### config.mk
export PLATFORM = sky130hd
export DESIGN_NAME = sterm_regif
export DESIGN_NICKNAME = d
export VERILOG_FILES = /design/src/rtl/sterm_pkg.sv /design/src/rtl/sterm_fifo.sv /design/src/rtl/sterm_stick_flag.sv /design/src/rtl/sterm_flags.sv /design/src/rtl/sterm_regif.sv
export SDC_FILE = /design/constraint.sdc
export NUM_CORES = 1
export LEC_CHECK = 0
export ABC_AREA = 1
export CAP_MARGIN = 20
export CORE_UTILIZATION = 60
export CTS_CLUSTER_SIZE = 20
export DETAILED_ROUTE_END_ITERATION = 6
export DONT_BUFFER_PORTS = 1
export PLACE_DENSITY_LB_ADDON = 0.3
export SYNTH_ARGS = -nofsm -noshare
export SYNTH_HDL_FRONTEND = slang
export SYNTH_SLANG_ARGS = --single-unit
### constraint.sdc
create_clock -name clk -period 3.2 [get_ports clk]
set_input_delay 0.16 -clock clk [delete_from_list [all_inputs] [get_ports clk]]
set_output_delay 0.16 -clock clk [all_outputs]
set_load 0.05 [all_outputs]
### src/rtl/sterm_pkg.sv
package sterm_pkg;
  localparam int BYTE_W = 8;
  localparam int REG_AW = 4;

  localparam logic [REG_AW-1:0] ADR_STAT = 4'b0100;
  localparam logic [REG_AW-1:0] ADR_IEN  = 4'b0101;
  localparam logic [REG_AW-1:0] ADR_IACK = 4'b0110;
  localparam logic [REG_AW-1:0] ADR_DATA = 4'b0111;

  // status byte bit positions (software decodes these)
  localparam int B_RXFULL = 7;
  localparam int B_RXNE   = 5;
  localparam int B_TXSHE  = 3;
  localparam int B_TXE    = 1;
  localparam int B_TXFULL = 0;

  localparam logic [BYTE_W-1:0] IEN_MASK = 8'h22;

  // sticky flag slots inside the flag bank
  typedef enum logic [1:0] {
    FL_TXE   = 2'd0,
    FL_TXSHE = 2'd1,
    FL_RXNE  = 2'd2,
    FL_RXF   = 2'd3
  } flag_idx_e;
  localparam int NUM_FLAGS = 4;
  localparam logic [NUM_FLAGS-1:0] FLAG_RST = 4'b0011;

  typedef struct packed {
    logic rd_data;
    logic wr_data;
    logic wr_ien;
    logic wr_iack;
  } acc_t;
endpackage

### src/rtl/sterm_fifo.sv
module sterm_fifo #(
  parameter int W         = 8,
  parameter int DEPTH     = 4,
  parameter bit OVERWRITE = 1'b0
) (
  input  logic         clk,
  input  logic         rst_n,
  input  logic         push,
  input  logic [W-1:0] wdata,
  input  logic         pop,
  output logic [W-1:0] rdata,
  output logic         full,
  output logic         empty
);
  localparam int AW = (DEPTH > 1) ? $clog2(DEPTH) : 1;
  localparam int CW = $clog2(DEPTH + 1);
  localparam logic [AW-1:0] LAST = AW'(DEPTH - 1);
  localparam logic [CW-1:0] FULL_CNT = CW'(DEPTH);

  logic [W-1:0]  mem [DEPTH];
  logic [AW-1:0] wr_ptr, rd_ptr, newest;
  logic [CW-1:0] cnt;
  logic          do_pop, do_push, do_ovw;

  function automatic logic [AW-1:0] ptr_inc(input logic [AW-1:0] p);
    return (p == LAST) ? '0 : p + 1'b1;
  endfunction

  function automatic logic [AW-1:0] ptr_dec(input logic [AW-1:0] p);
    return (p == '0) ? LAST : p - 1'b1;
  endfunction

  assign full   = (cnt == FULL_CNT);
  assign empty  = (cnt == '0);
  assign rdata  = mem[rd_ptr];
  assign newest = ptr_dec(wr_ptr);
  assign do_pop = pop & ~empty;

  generate
    if (OVERWRITE) begin : g_ovw
      assign do_push = push & (~full | do_pop);
      assign do_ovw  = push & full & ~do_pop;
    end else begin : g_drop
      assign do_push = push & ~full;
      assign do_ovw  = 1'b0;
    end
  endgenerate

  always_ff @(posedge clk) begin
    if (do_push)
      mem[wr_ptr] <= wdata;
    else if (do_ovw)
      mem[newest] <= wdata;
  end

  always_ff @(posedge clk or negedge rst_n) begin
    if (!rst_n) begin
      wr_ptr <= '0;
      rd_ptr <= '0;
      cnt    <= '0;
    end else begin
      if (do_push) wr_ptr <= ptr_inc(wr_ptr);
      if (do_pop)  rd_ptr <= ptr_inc(rd_ptr);
      case ({do_push, do_pop})
        2'b10:   cnt <= cnt + 1'b1;
        2'b01:   cnt <= cnt - 1'b1;
        default: cnt <= cnt;
      endcase
    end
  end
endmodule

### src/rtl/sterm_stick_flag.sv
module sterm_stick_flag #(
  parameter bit RST_VAL = 1'b0
) (
  input  logic clk,
  input  logic rst_n,
  input  logic cond,
  input  logic clr,
  output logic flag,
  output logic set_p,
  output logic flag_n
);
  logic cond_q;

  assign set_p  = cond & ~cond_q;
  assign flag_n = set_p | (flag & ~clr);

  always_ff @(posedge clk or negedge rst_n) begin
    if (!rst_n) begin
      cond_q <= RST_VAL;
      flag   <= RST_VAL;
    end else begin
      cond_q <= cond;
      flag   <= flag_n;
    end
  end
endmodule

### src/rtl/sterm_flags.sv
module sterm_flags
  import sterm_pkg::*;
(
  input  logic              clk,
  input  logic              rst_n,
  input  logic              tx_empty_c,
  input  logic              tx_idle_c,
  input  logic              rx_nempty_c,
  input  logic              rx_full_c,
  input  logic              tx_full_c,
  input  logic              clr_tx,
  input  logic              clr_rx,
  input  logic              en_tx,
  input  logic              en_rx,
  output logic [BYTE_W-1:0] status,
  output logic              irq
);
  logic [NUM_FLAGS-1:0] cond, clr, flag, set_p, flag_n;
  logic pend_tx, pend_rx;

  assign cond[FL_TXE]   = tx_empty_c;
  assign cond[FL_TXSHE] = tx_idle_c;
  assign cond[FL_RXNE]  = rx_nempty_c;
  assign cond[FL_RXF]   = rx_full_c;
  assign clr[FL_TXE]    = clr_tx;
  assign clr[FL_TXSHE]  = clr_tx;
  assign clr[FL_RXNE]   = clr_rx;
  assign clr[FL_RXF]    = clr_rx;

  for (genvar g = 0; g < NUM_FLAGS; g++) begin : g_flag
    sterm_stick_flag #(.RST_VAL(FLAG_RST[g])) u_flag (
      .clk    (clk),
      .rst_n  (rst_n),
      .cond   (cond[g]),
      .clr    (clr[g]),
      .flag   (flag[g]),
      .set_p  (set_p[g]),
      .flag_n (flag_n[g])
    );
  end

  always_comb begin
    status           = '0;
    status[B_RXFULL] = flag[FL_RXF];
    status[B_RXNE]   = flag[FL_RXNE];
    status[B_TXSHE]  = flag[FL_TXSHE];
    status[B_TXE]    = flag[FL_TXE];
    status[B_TXFULL] = tx_full_c;
  end

  always_ff @(posedge clk or negedge rst_n) begin
    if (!rst_n) begin
      pend_tx <= 1'b0;
      pend_rx <= 1'b0;
    end else begin
      pend_tx <= en_tx & (pend_tx | set_p[FL_TXE])  & flag_n[FL_TXE];
      pend_rx <= en_rx & (pend_rx | set_p[FL_RXNE]) & flag_n[FL_RXNE];
    end
  end

  assign irq = pend_tx | pend_rx;
endmodule

### src/rtl/sterm_regif.sv
module sterm_regif
  import sterm_pkg::*;
#(
  parameter int TX_DEPTH = 4,
  parameter int RX_DEPTH = 4
) (
  input  logic              clk,
  input  logic              rst_n,
  input  logic              wb_cyc_i,
  input  logic              wb_stb_i,
  input  logic              wb_we_i,
  input  logic [REG_AW-1:0] wb_adr_i,
  input  logic [BYTE_W-1:0] wb_dat_i,
  output logic [BYTE_W-1:0] wb_dat_o,
  output logic              wb_ack_o,
  output logic              irq_o,
  output logic              tx_valid_o,
  input  logic              tx_ready_i,
  output logic [BYTE_W-1:0] tx_data_o,
  input  logic              tx_idle_i,
  input  logic              rx_valid_i,
  output logic              rx_ready_o,
  input  logic [BYTE_W-1:0] rx_data_i
);
  logic              req;
  acc_t              acc;
  logic [BYTE_W-1:0] ien_q, status_q, rd_mux, rx_head;
  logic              tx_full, tx_empty, rx_full, rx_empty;

  // a new access starts when the bus asks and no acknowledge is pending
  assign req = wb_cyc_i & wb_stb_i & ~wb_ack_o;

  always_comb begin
    acc         = '0;
    acc.rd_data = req & ~wb_we_i & (wb_adr_i == ADR_DATA);
    acc.wr_data = req &  wb_we_i & (wb_adr_i == ADR_DATA);
    acc.wr_ien  = req &  wb_we_i & (wb_adr_i == ADR_IEN);
    acc.wr_iack = req &  wb_we_i & (wb_adr_i == ADR_IACK);
  end

  always_comb begin
    unique case (wb_adr_i)
      ADR_STAT, ADR_IACK: rd_mux = status_q;
      ADR_IEN:            rd_mux = ien_q;
      ADR_DATA:           rd_mux = rx_empty ? '0 : rx_head;
      default:            rd_mux = '0;
    endcase
  end

  always_ff @(posedge clk or negedge rst_n) begin
    if (!rst_n) begin
      wb_ack_o <= 1'b0;
      wb_dat_o <= '0;
      ien_q    <= '0;
    end else begin
      wb_ack_o <= req;
      if (req && !wb_we_i) wb_dat_o <= rd_mux;
      if (acc.wr_ien) ien_q <= wb_dat_i & IEN_MASK;
    end
  end

  sterm_fifo #(.W(BYTE_W), .DEPTH(TX_DEPTH), .OVERWRITE(1'b1)) u_txbuf (
    .clk   (clk),
    .rst_n (rst_n),
    .push  (acc.wr_data),
    .wdata (wb_dat_i),
    .pop   (tx_ready_i),
    .rdata (tx_data_o),
    .full  (tx_full),
    .empty (tx_empty)
  );

  sterm_fifo #(.W(BYTE_W), .DEPTH(RX_DEPTH), .OVERWRITE(1'b0)) u_rxbuf (
    .clk   (clk),
    .rst_n (rst_n),
    .push  (rx_valid_i),
    .wdata (rx_data_i),
    .pop   (acc.rd_data),
    .rdata (rx_head),
    .full  (rx_full),
    .empty (rx_empty)
  );

  assign tx_valid_o = ~tx_empty;
  assign rx_ready_o = ~rx_full;

  sterm_flags u_flags (
    .clk         (clk),
    .rst_n       (rst_n),
    .tx_empty_c  (tx_empty),
    .tx_idle_c   (tx_idle_i),
    .rx_nempty_c (~rx_empty),
    .rx_full_c   (rx_full),
    .tx_full_c   (tx_full),
    .clr_tx      (acc.wr_iack & wb_dat_i[B_TXE]),
    .clr_rx      (acc.wr_iack & wb_dat_i[B_RXNE]),
    .en_tx       (ien_q[B_TXE]),
    .en_rx       (ien_q[B_RXNE]),
    .status      (status_q),
    .irq         (irq_o)
  );
endmodule

# Word-level counts from Yosys, hierarchy flattened
# Memory sizes are Yosys's and may differ from the RTL's.
# Cells that the tools add are included.
[word_totals]
ff_bits = 35
ram_bits = 64
in_bits = 28
output_inout_bits = 20
word_cells = 121
memories = 2
[op_classes]
add_sub_neg = 9
n_eq_ne = 14
n_mux = 19
n_bitwise = 49
n_reduce_logical = 9
[mem_list]
columns = ["memory", "words", "word_bits", "read_ports", "rd_clocked_by_memory_dff", "write_ports", "line", "rtl"]
rows = [
  ["u_rxbuf.mem", 4, 8, 1, 0, 1, "sterm_fifo.sv:20", "logic [W-1:0] mem [DEPTH];"],
  ["u_txbuf.mem", 4, 8, 1, 0, 1, "sterm_fifo.sv:20", ""],
]
[op_table]
columns = ["op", "n"]
rows = [
  ["$and 1x1->1", 28],
  ["$pmux 8 s3", 1],
  ["$eq 4x3->1 const B", 4],
  ["$mux 8", 2],
  ["$not 1->1", 13],
  ["$eq 2x2->1 const B", 6],
  ["$mux 2", 6],
  ["$pmux 3 s2", 2],
  ["$add 2x1->2 const B", 4],
  ["$mux 1", 8],
  ["$or 1x1->1", 8],
  ["$reduce_or 8->1", 1],
  ["$add 3x1->3 const B", 2],
  ["$eq 3x3->1 const B", 2],
  ["$logic_not 3->1", 2],
  ["$sub 3x1->3 const B", 2],
  ["$eq 2x1->1 const B", 2],
  ["$reduce_bool 2->1", 2],
  ["$logic_not 2->1", 1],
  ["$reduce_or 2->1", 1],
  ["$sub 2x1->2 const B", 1],
  ["$logic_and 1x1->1", 1],
  ["$logic_not 1->1", 1],
]

# Longest topological paths before layout
# Gate-level depths: netlist (run 1).
[depth]
depth_word = 11
depth_mapped = 12
depth_no_buf = 12

# Modules after synthesis
# From an unflattened synthesis (run 1), not the netlist that was laid out.
[hier_totals]
hier_cells = 441
hier_area_um2 = 4555.6
[by_module_without_submodules]
columns = ["module", "n_inst", "cells_per_inst", "area_per_inst_um2", "seq_area_each_um2"]
rows = [
  ["sterm_fifo (u_rxbuf)", 1, 154, 1769.2, 1136.1],
  ["sterm_fifo (u_txbuf)", 1, 144, 1706.6, 1136.1],
  ["sterm_regif", 1, 97, 661.9, 275.3],
  ["sterm_stick_flag (u_flags.g_flag[0].u_flag ...)", 2, 8, 77.6, 52.6],
  ["sterm_stick_flag (u_flags.g_flag[2].u_flag ...)", 2, 8, 75.1, 50.0],
  ["sterm_flags", 1, 14, 112.6, 50.0],
]

# Worst setup path after synthesis (run 1)
# OpenSTA, ideal clock, no wires.
[synth_path]
kind = "register -> register"
start = "register u_rxbuf.cnt[1]"
end = "register u_rxbuf.cnt[2]"
setup_ps = 125
arrival_ps = 2154
required_time_ps = 3075
setup_slack_ps = 921
stages_incl_launch_ff = 9
path_buffers = 0
synth_period_minus_slack_ps = 2279
path_cell_list = "dfrtp_1 > inv_1 > nand3_1 > nand2_2 > ha_1 > fa_1 > a21oi_1 > o21ai_0 > xnor2_1"
[synth_between]
elab_chain_cells = 5
elab_cells_between_ends = 12
classes_between = "add/sub: 2; eq/ne: 3; mux: 1; bitwise: 4; reduce/logical: 2"
[synth_rtl]
columns = ["element", "line", "rtl"]
rows = [
  ["start, declared", "sterm_fifo.sv:22", "logic [CW-1:0] cnt;"],
  ["start signal, assigned", "sterm_fifo.sv:65", "2'b10: cnt <= cnt + 1'b1;"],
  ["start signal, assigned", "sterm_fifo.sv:66", "2'b01: cnt <= cnt - 1'b1;"],
  ["start signal, assigned", "sterm_fifo.sv:67", "default: cnt <= cnt;"],
  ["$eq 3x3->1 *", "sterm_fifo.sv:33", "assign full = (cnt == FULL_CNT);"],
  ["$not 1->1 *", "--", ""],
  ["named net rx_ready_o", "sterm_regif.sv:22", "output logic rx_ready_o,"],
  ["$and 1x1->1 *", "sterm_fifo.sv:44", "assign do_push = push & ~full;"],
  ["$eq 2x1->1 / $eq 2x2->1 (equally long branches)", "sterm_fifo.sv:64", "case ({do_push, do_pop})"],
  ["$pmux 3 s2 / $reduce_bool 2->1 (equally long branches)", "--", ""],
]
# Mark *: on every way through the listed nets, which the timed path passes. The rest lies on a longest branch.
# A chain may end at the register's enable or synchronous reset.

# Final worst setup path (run 1)
[layout_path]
start = "register wb_ack_o"
end = "register u_rxbuf.cnt[2]"
[layout_between]
elab_chain_cells = 7
elab_cells_between_ends = 9
classes_between = "eq/ne: 2; mux: 1; bitwise: 5; reduce/logical: 1"
[layout_rtl]
columns = ["element", "line", "rtl"]
rows = [
  ["start, declared", "sterm_regif.sv:15", "output logic wb_ack_o,"],
  ["start signal, assigned", "sterm_regif.sv:56", "wb_ack_o <= req;"],
  ["$not 1->1 *", "sterm_regif.sv:31", "assign req = wb_cyc_i & wb_stb_i & ~wb_ack_o;"],
  ["$and 1x1->1 *", "sterm_regif.sv:31", ""],
  ["named net req", "sterm_regif.sv:25", "logic req;"],
  ["$and 1x1->1 * (2 in a row)", "sterm_regif.sv:35", "acc.rd_data = req & ~wb_we_i & (wb_adr_i == ADR_DATA);"],
  ["$and 1x1->1 *", "sterm_fifo.sv:37", "assign do_pop = pop & ~empty;"],
  ["named net u_rxbuf.do_pop", "sterm_fifo.sv:23", "logic do_pop, do_push, do_ovw;"],
  ["$eq 2x1->1 / $eq 2x2->1 (equally long branches)", "sterm_fifo.sv:64", ""],
  ["$pmux 3 s2 / $reduce_bool 2->1 (equally long branches)", "--", ""],
]
# Marks and branches as above.

==> results of run 1 <==
## routing by layer
| metal | up-vias | GRT usage, % |
|---|---|---|
| met4 | 0 | 10.1 |
| li1 | 1421 | - |
| met1 | 1391 | 31.0 |
| met3 | 17 | 8.25 |
| met5 | - | 0 |
| met2 | 79 | 42.1 |
## registers in the layout (all words and copies together), names as in the netlist
register and count:
u_rxbuf.wr_ptr 2, u_flags.g_flag.u_flag.flag 4, ien_q 2, u_txbuf.rd_ptr 2, u_rxbuf.cnt 3, u_flags.g_flag.u_flag.cond_q 4
u_txbuf.cnt 3, u_txbuf.mem 32, u_rxbuf.mem 32, wb_dat_o 8, u_txbuf.wr_ptr 2, u_flags.pend_rx 1
u_rxbuf.rd_ptr 2, wb_ack_o 1, u_flags.pend_tx 1
## power by group
group | switching (mW) | internal (mW)
registers | 0.225 | 1.57
logic | 0.820 | 0.369
clock network | 0.448 | 0.450
## Yosys cell counts, drive strengths merged
cell | n | area share [%]
clkinv | 2 | 0.29
o21ai | 33 | 4.0
edfxtp | 64 | 44
nand4 | 1 | 0.29
a21oi | 9 | 1.0
nand3 | 28 | 3.3
xnor2 | 3 | 0.60
fa | 2 | 0.92
nand2 | 107 | 9.9
nor2 | 40 | 4.3
xor2 | 1 | 0.20
dfrtp | 31 | 18
inv | 62 | 5.4
dfstp | 4 | 2.4
ha | 10 | 2.9
or2 | 2 | 0.29
o22ai | 8 | 1.1
buf | 7 | 1.0
nor3 | 1 | 0.37
## cells by family (layout without fill, tap and decap cells)
family          after synthesis  count (layout)  share of synthesized area (%)
flops                        99              99                           64.2
simple gates                179             179                           18.4
fa+ha+maj                    12              12                           3.78
xor+xnor                      4               4                          0.802
compound gates               50              50                           6.13
buf+inv                      71             111                           6.68
## cell usage in the layout (no fill, tap or decap), types with 3 or more instances in the layout
cell           netlist  final
a21oi_1              9      9
buf_4                1     10
clkbuf_8             0      9
dfrtp_1             31     31
dfstp_2              4      4
dlygate4sd3_1        0     20
edfxtp_1            64     64
ha_1                10     10
inv_1               54     54
inv_2                7      7
nand2_1             99     99
nand2_2              6      6
nand3_1             27     27
nor2_1              35     35
o21ai_0             25     25
o21ai_1              6      6
o22ai_1              8      8
xnor2_1              3      3
## worst register-to-register path, delay by kind of cell (launching register included)
family	cells	cell delay [ps]
adders and majority gates	2	630
buffers and inverters	6	1070
AOI/OAI and AO/OA	2	260
xor gates and xnor gates	1	130
and+or+nand+nor	3	320
DFF	1	350
## stage by stage
step / std cells / total power, mW / area [sq um] / hold slack, ps / setup WS [ps]
after floorplan: 415 / 2.65 / 4370 / -136 / 921
after global placement: 514 / 2.91 / 4520 / -135 / 968
final: 551 / 3.88 / 4960 / 14.3 / 316
after global routing: 551 / 4.09 / 4960 / 20.7 / 177
after CTS: 551 / 3.89 / 4960 / 3.92 / 320
after detailed placement: 514 / 2.97 / 4520 / -135 / 829
## area by class of cell
class,count,area [sq um],area share [%]
inverter,64,248,4.99
clock buffer,10,128,2.57
timing repair buffer,31,295,5.95
tap,96,120,2.42
clock inverter,6,96.3,1.94
multi-input combinational,245,1270,25.6
sequential,99,2800,56.5
## final timing paths
check | to | slack (ps) | cells after the start | startpoint
max | u_rxbuf.cnt[2]$_DFFE_PN0P_ | 320 | 14 | wb_ack_o$_DFF_PN0_
min | u_flags.g_flag[0].u_flag.flag$_DFF_PN1_ | 10 | 3 | wb_dat_i[1]
max reg2reg | u_rxbuf.cnt[2]$_DFFE_PN0P_ | 320 | 14 | wb_ack_o$_DFF_PN0_
min reg2reg | u_flags.g_flag[3].u_flag.flag$_DFF_PN0_ | 440 | 1 | u_flags.g_flag[3].u_flag.cond_q$_DFF_PN0_
max in group asynchronous | u_flags.g_flag[1].u_flag.flag$_DFF_PN1_ | 2700 | 2 | rst_n
min in group asynchronous | u_txbuf.cnt[0]$_DFFE_PN0P_ | 240 | 2 | rst_n
==> run_results.csv, run 1 <==
group,metric,value,unit
sta,hold_violations,0,
drt,drt_pass1_iterations,4,
power_and_ir_drop,power_density,782,nW/um^2
sta,min_period,2880,ps
sta,slew_violations,0,
drt,wirelength,8840,microns
setup_path,crit_path_top_delay_cell,"dlygate4sd3_1",
global_routing,grt_pass1_vias,2999,
yosys,avgSynthCellArea,10.5,sq um
clock_tree,post_cts_resize_count,0,
run,max_cap_violations,0,
drt,route.met2.wl,4470,microns
yosys,synthDistinctLibCells,32,
sta,finalSetupTns,0,ps
clock_tree,ctsHoldBuffers,21,
drt,num_vias,2908,
floorplanning,dieArea,7620,sq um
sta,fin_crit_sh,90.1,%
floorplanning,die_w,87.3,microns
setup_path,path_max_fanout,9,
drt,detail_route.wl_per_cell,16.0,microns
status,run_status,"finished clean",
clock_tree,clockRootBuffer,"clkbuf_8",
yosys,ys_warn_count,0,
global_routing,grt_max_degree,36,
sta,skew,10.7,ps
floorplanning,start_util,63.2,%
sta,slew_headroom,47.8,%
yosys,syn_area,4370,sq um
setup_path,crit_buf_inv,6,
setup_path,path_cells,"buf_4 > inv_2 > nand3_1 > dlygate4sd3_1 > inv_2 > nand2_2 > inv_2 > nand2_4 > clkinv_4 > ha_1 > fa_1 > a21oi_1 > o21ai_0 > xnor2_1",
placement,port_buffers,0,
drt,detail-route-antenna-nets,0,
drt,route.met3.wl,643,microns
finish,nets,490,
setup_path,start_kind,"flip-flop",
drt,drtIter0Drc,157,
clock_tree,cts_tree,"yes",
global_routing,grt_pass1_wl,14100,microns
finish,drive_gt1_share,13.0,%
drt,remaining_drc_errors,0,
clock_tree,clk-insertion-delay-late,370,ps
finish,diodes,0,
clock_tree,htree_levels,3,
sta,tightest_slew,780,ps
power_and_ir_drop,leakage,2.21,nW
global_routing,antenna_found_initial,0,
hold_path,hold_path_class,"in -> reg",
placement,place_congestion,0.796,
setup_path,arrival,3130,ps
yosys,ys_seq_area_share,64.2,%
sta,fmax,0.347,GHz
floorplanning,io_pins,48,
setup_path,crit_top_cell,"inv_2",
setup_path,critPathTopFamily,"buffers and inverters",
setup_path,end_kind,"flip-flop",
power_and_ir_drop,ir_worst_vdd,0.529,mV
drt,top_layer_used,"met4",
clock_tree,cts_num_sinks,99,
clock_tree,clock_path_buffers,2,
finish,nFillCells,495,
finish,synthToLayoutAreaGrowth,13.6,%
yosys,synth_nets,455,
sta,rsz0062_at_grt,"false",
sta,setup_violations,0,
yosys,ys_ff_latch,99,
placement,dp_hpwl,5990,microns
global_routing,grt_overflow,0,
yosys,syn_inst,415,
setup_path,worstSetupPathType,"reg -> reg",
clock_tree,cts.clk_slew.worst_paths,100,ps
clock_tree,cts_made_buffers,9,
finish,postLayoutCoreUtil,71.8,%
drt,vias_per_cell,5.28,
setup_path,slowest_delay,560,ps
setup_path,critical_path_required,3450,ps
floorplanning,die_height,87.3,microns
floorplanning,core,6910,sq um
global_routing,track_usage,25.4,%
clock_tree,cts_post_setup_buffers_inserted,0,
floorplanning,rows,30,
drt,m1WireLength,3540,microns
Power figures use the tool's default switching activity.
==> run 2: changes to the inputs <==
Settings changed: MAX_ROUTING_LAYER from default to met4, SETUP_SLACK_MARGIN from default to 0.4.
==> run 2 against run 1 <==
  * Hold slack improved by 6.5 ps
  * Global-route usage rose by 0.78 points
  * Largest power group unchanged
  * Highest routed layer unchanged
  * Register-to-register slack improved by 520 ps
  * Critical path depth fell by 4
==> run_results.csv, run 2 (synthesized netlist as in run 1, its figures left out) <==
group,metric,value,unit
drt,vias_per_cell,5.28,
global_routing,grt_pass1_vias,3005,
clock_tree,clockRootBuffer,"clkbuf_8",
setup_path,critPathTopFamily,"simple AND/OR/NAND/NOR gates",
global_routing,grt_overflow,0,
sta,fmax,0.423,GHz
clock_tree,cts_post_setup_buffers_inserted,0,
setup_path,worstSetupPathType,"reg -> reg",
setup_path,r2r_slack,840,ps
finish,drive_gt1_share,13.0,%
clock_tree,clock_path_buffers,2,
clock_tree,clk-insertion-delay-late,370,ps
power_and_ir_drop,ir_worst_vdd,0.526,mV
power_and_ir_drop,leakage,2.21,nW
drt,drt_pass1_iterations,4,
drt,drtIter0Drc,195,
floorplanning,core,6910,sq um
clock_tree,cts.clk_slew.worst_paths,100,ps
global_routing,antenna_found_initial,0,
placement,dp_cells,514,
sta,hold_violations,0,
sta,slew_violations,0,
clock_tree,htree_levels,3,
setup_path,path_max_fanout,5,
placement,place_congestion,0.807,
sta,min_period,2360,ps
setup_path,critical_path_required,3450,ps
setup_path,slowest_delay,410,ps
clock_tree,ctsHoldBuffers,21,
setup_path,end_kind,"flip-flop",
finish,nets,490,
drt,detail-route-antenna-nets,0,
floorplanning,rows,30,
finish,reg_top3,"u_rxbuf.mem: 32 flops, u_txbuf.mem: 32 flops, wb_dat_o: 8 flops",
run,max_cap_violations,0,
placement,dp_hpwl,5990,microns
drt,detail_route.wl_per_cell,16.0,microns
setup_path,arrival,2610,ps
sta,slew_headroom,46.0,%
sta,skew,15.7,ps
floorplanning,die_height,87.3,microns
global_routing,track_usage,26.2,%
finish,final_cell_mix,"99 x nand2_1, 64 x edfxtp_1, 54 x inv_1",
sta,setup_violations,0,
clock_tree,cts_tree,"yes",
finish,diodes,0,
floorplanning,die_w,87.3,microns
sta,rsz0062_at_grt,"false",
finish,fin_cells,551,
hold_path,hold_path_class,"in -> reg",
power_and_ir_drop,power_density,781,nW/um^2
floorplanning,io_pins,48,
setup_path,crit_buf_inv,2,
drt,remaining_drc_errors,0,
setup_path,path_cells,"nor2_2 > nand2_1 > inv_1 > nor2_2 > ha_1 > inv_1 > fa_1 > a21oi_1 > o21ai_0 > xor2_1",
floorplanning,start_util,63.2,%
finish,synthToLayoutAreaGrowth,13.6,%
sta,finalSetupTns,0,ps
clock_tree,cts_num_sinks,99,
finish,layout_commonest_cell,"nand2_1",
drt,num_vias,2912,
clock_tree,cts_made_buffers,9,
finish,stdcell_area,4960,sq um
global_routing,grt_pass1_wl,14100,microns
setup_path,start_kind,"flip-flop",
sta,fin_crit_sh,73.9,%
floorplanning,dieArea,7620,sq um
status,run_status,"finished clean",
global_routing,grt_max_degree,36,
placement,port_buffers,0,
clock_tree,post_cts_resize_count,0,
sta,tightest_slew,807,ps
placement,placed_area,4520,sq um
drt,wirelength,8820,microns
setup_path,crit_path_top_delay_cell,"dfrtp_1",
run 2: cell type report:
class	count	area (sq um)
clock inverters	6	96.3
well taps	96	120
flip-flops and latches	99	2800
fillers	495	1940
multi-input cells	245	1270
repair buffers	31	295
clock buffers	10	128
inverters	64	248
run 2: path summary, 6_finish.rpt:
kind,start,to,cells past startpoint
max,u_txbuf.cnt[0]$_DFFE_PN0P_,u_txbuf.cnt[2]$_DFFE_PN0P_,10
min,wb_dat_i[1],u_flags.g_flag[0].u_flag.flag$_DFF_PN1_,3
max reg2reg,u_txbuf.cnt[0]$_DFFE_PN0P_,u_txbuf.cnt[2]$_DFFE_PN0P_,10
min reg2reg,u_flags.g_flag[3].u_flag.cond_q$_DFF_PN0_,u_flags.g_flag[3].u_flag.flag$_DFF_PN0_,1
max in group asynchronous,rst_n,u_flags.g_flag[1].u_flag.flag$_DFF_PN1_,2
min in group asynchronous,rst_n,u_txbuf.cnt[0]$_DFFE_PN0P_,2
run 2: worst min-delay path, stage by stage:
cell and delay (ps):
nand3_1 70, nand2_1 90, nand2_1 60
run 2: metrics by stage:
| stage | hold WS [ps] | util, % | total power, mW | setup WS (ps) |
|---|---|---|---|---|
| floorplan | -136 | - | 2.65 | 921 |
| global placement | -135 | 65.4 | 2.91 | 968 |
| detailed placement | -135 | 65.4 | 2.97 | 829 |
| CTS | 3.92 | 71.8 | 3.89 | 820 |
| global route | 20.7 | 71.8 | 4.09 | 639 |
| finish | 20.8 | 71.8 | 3.88 | 836 |
run 2: power breakdown:
part	total, mW	internal, mW	switching [mW]	leakage [nW]
combinational	1.19	0.369	0.818	1.10
clock	0.895	0.450	0.445	0.109
sequential	1.79	1.57	0.226	1.00
total	3.88	2.39	1.49	2.21
run 2: metal layers:
metal / track usage (%) / part of all wire (%)
met5: - / 0
met4: 10.3 / 1.3
met2: 42.1 / 51
met3: 8.44 / 7.8
met1: 30.8 / 40
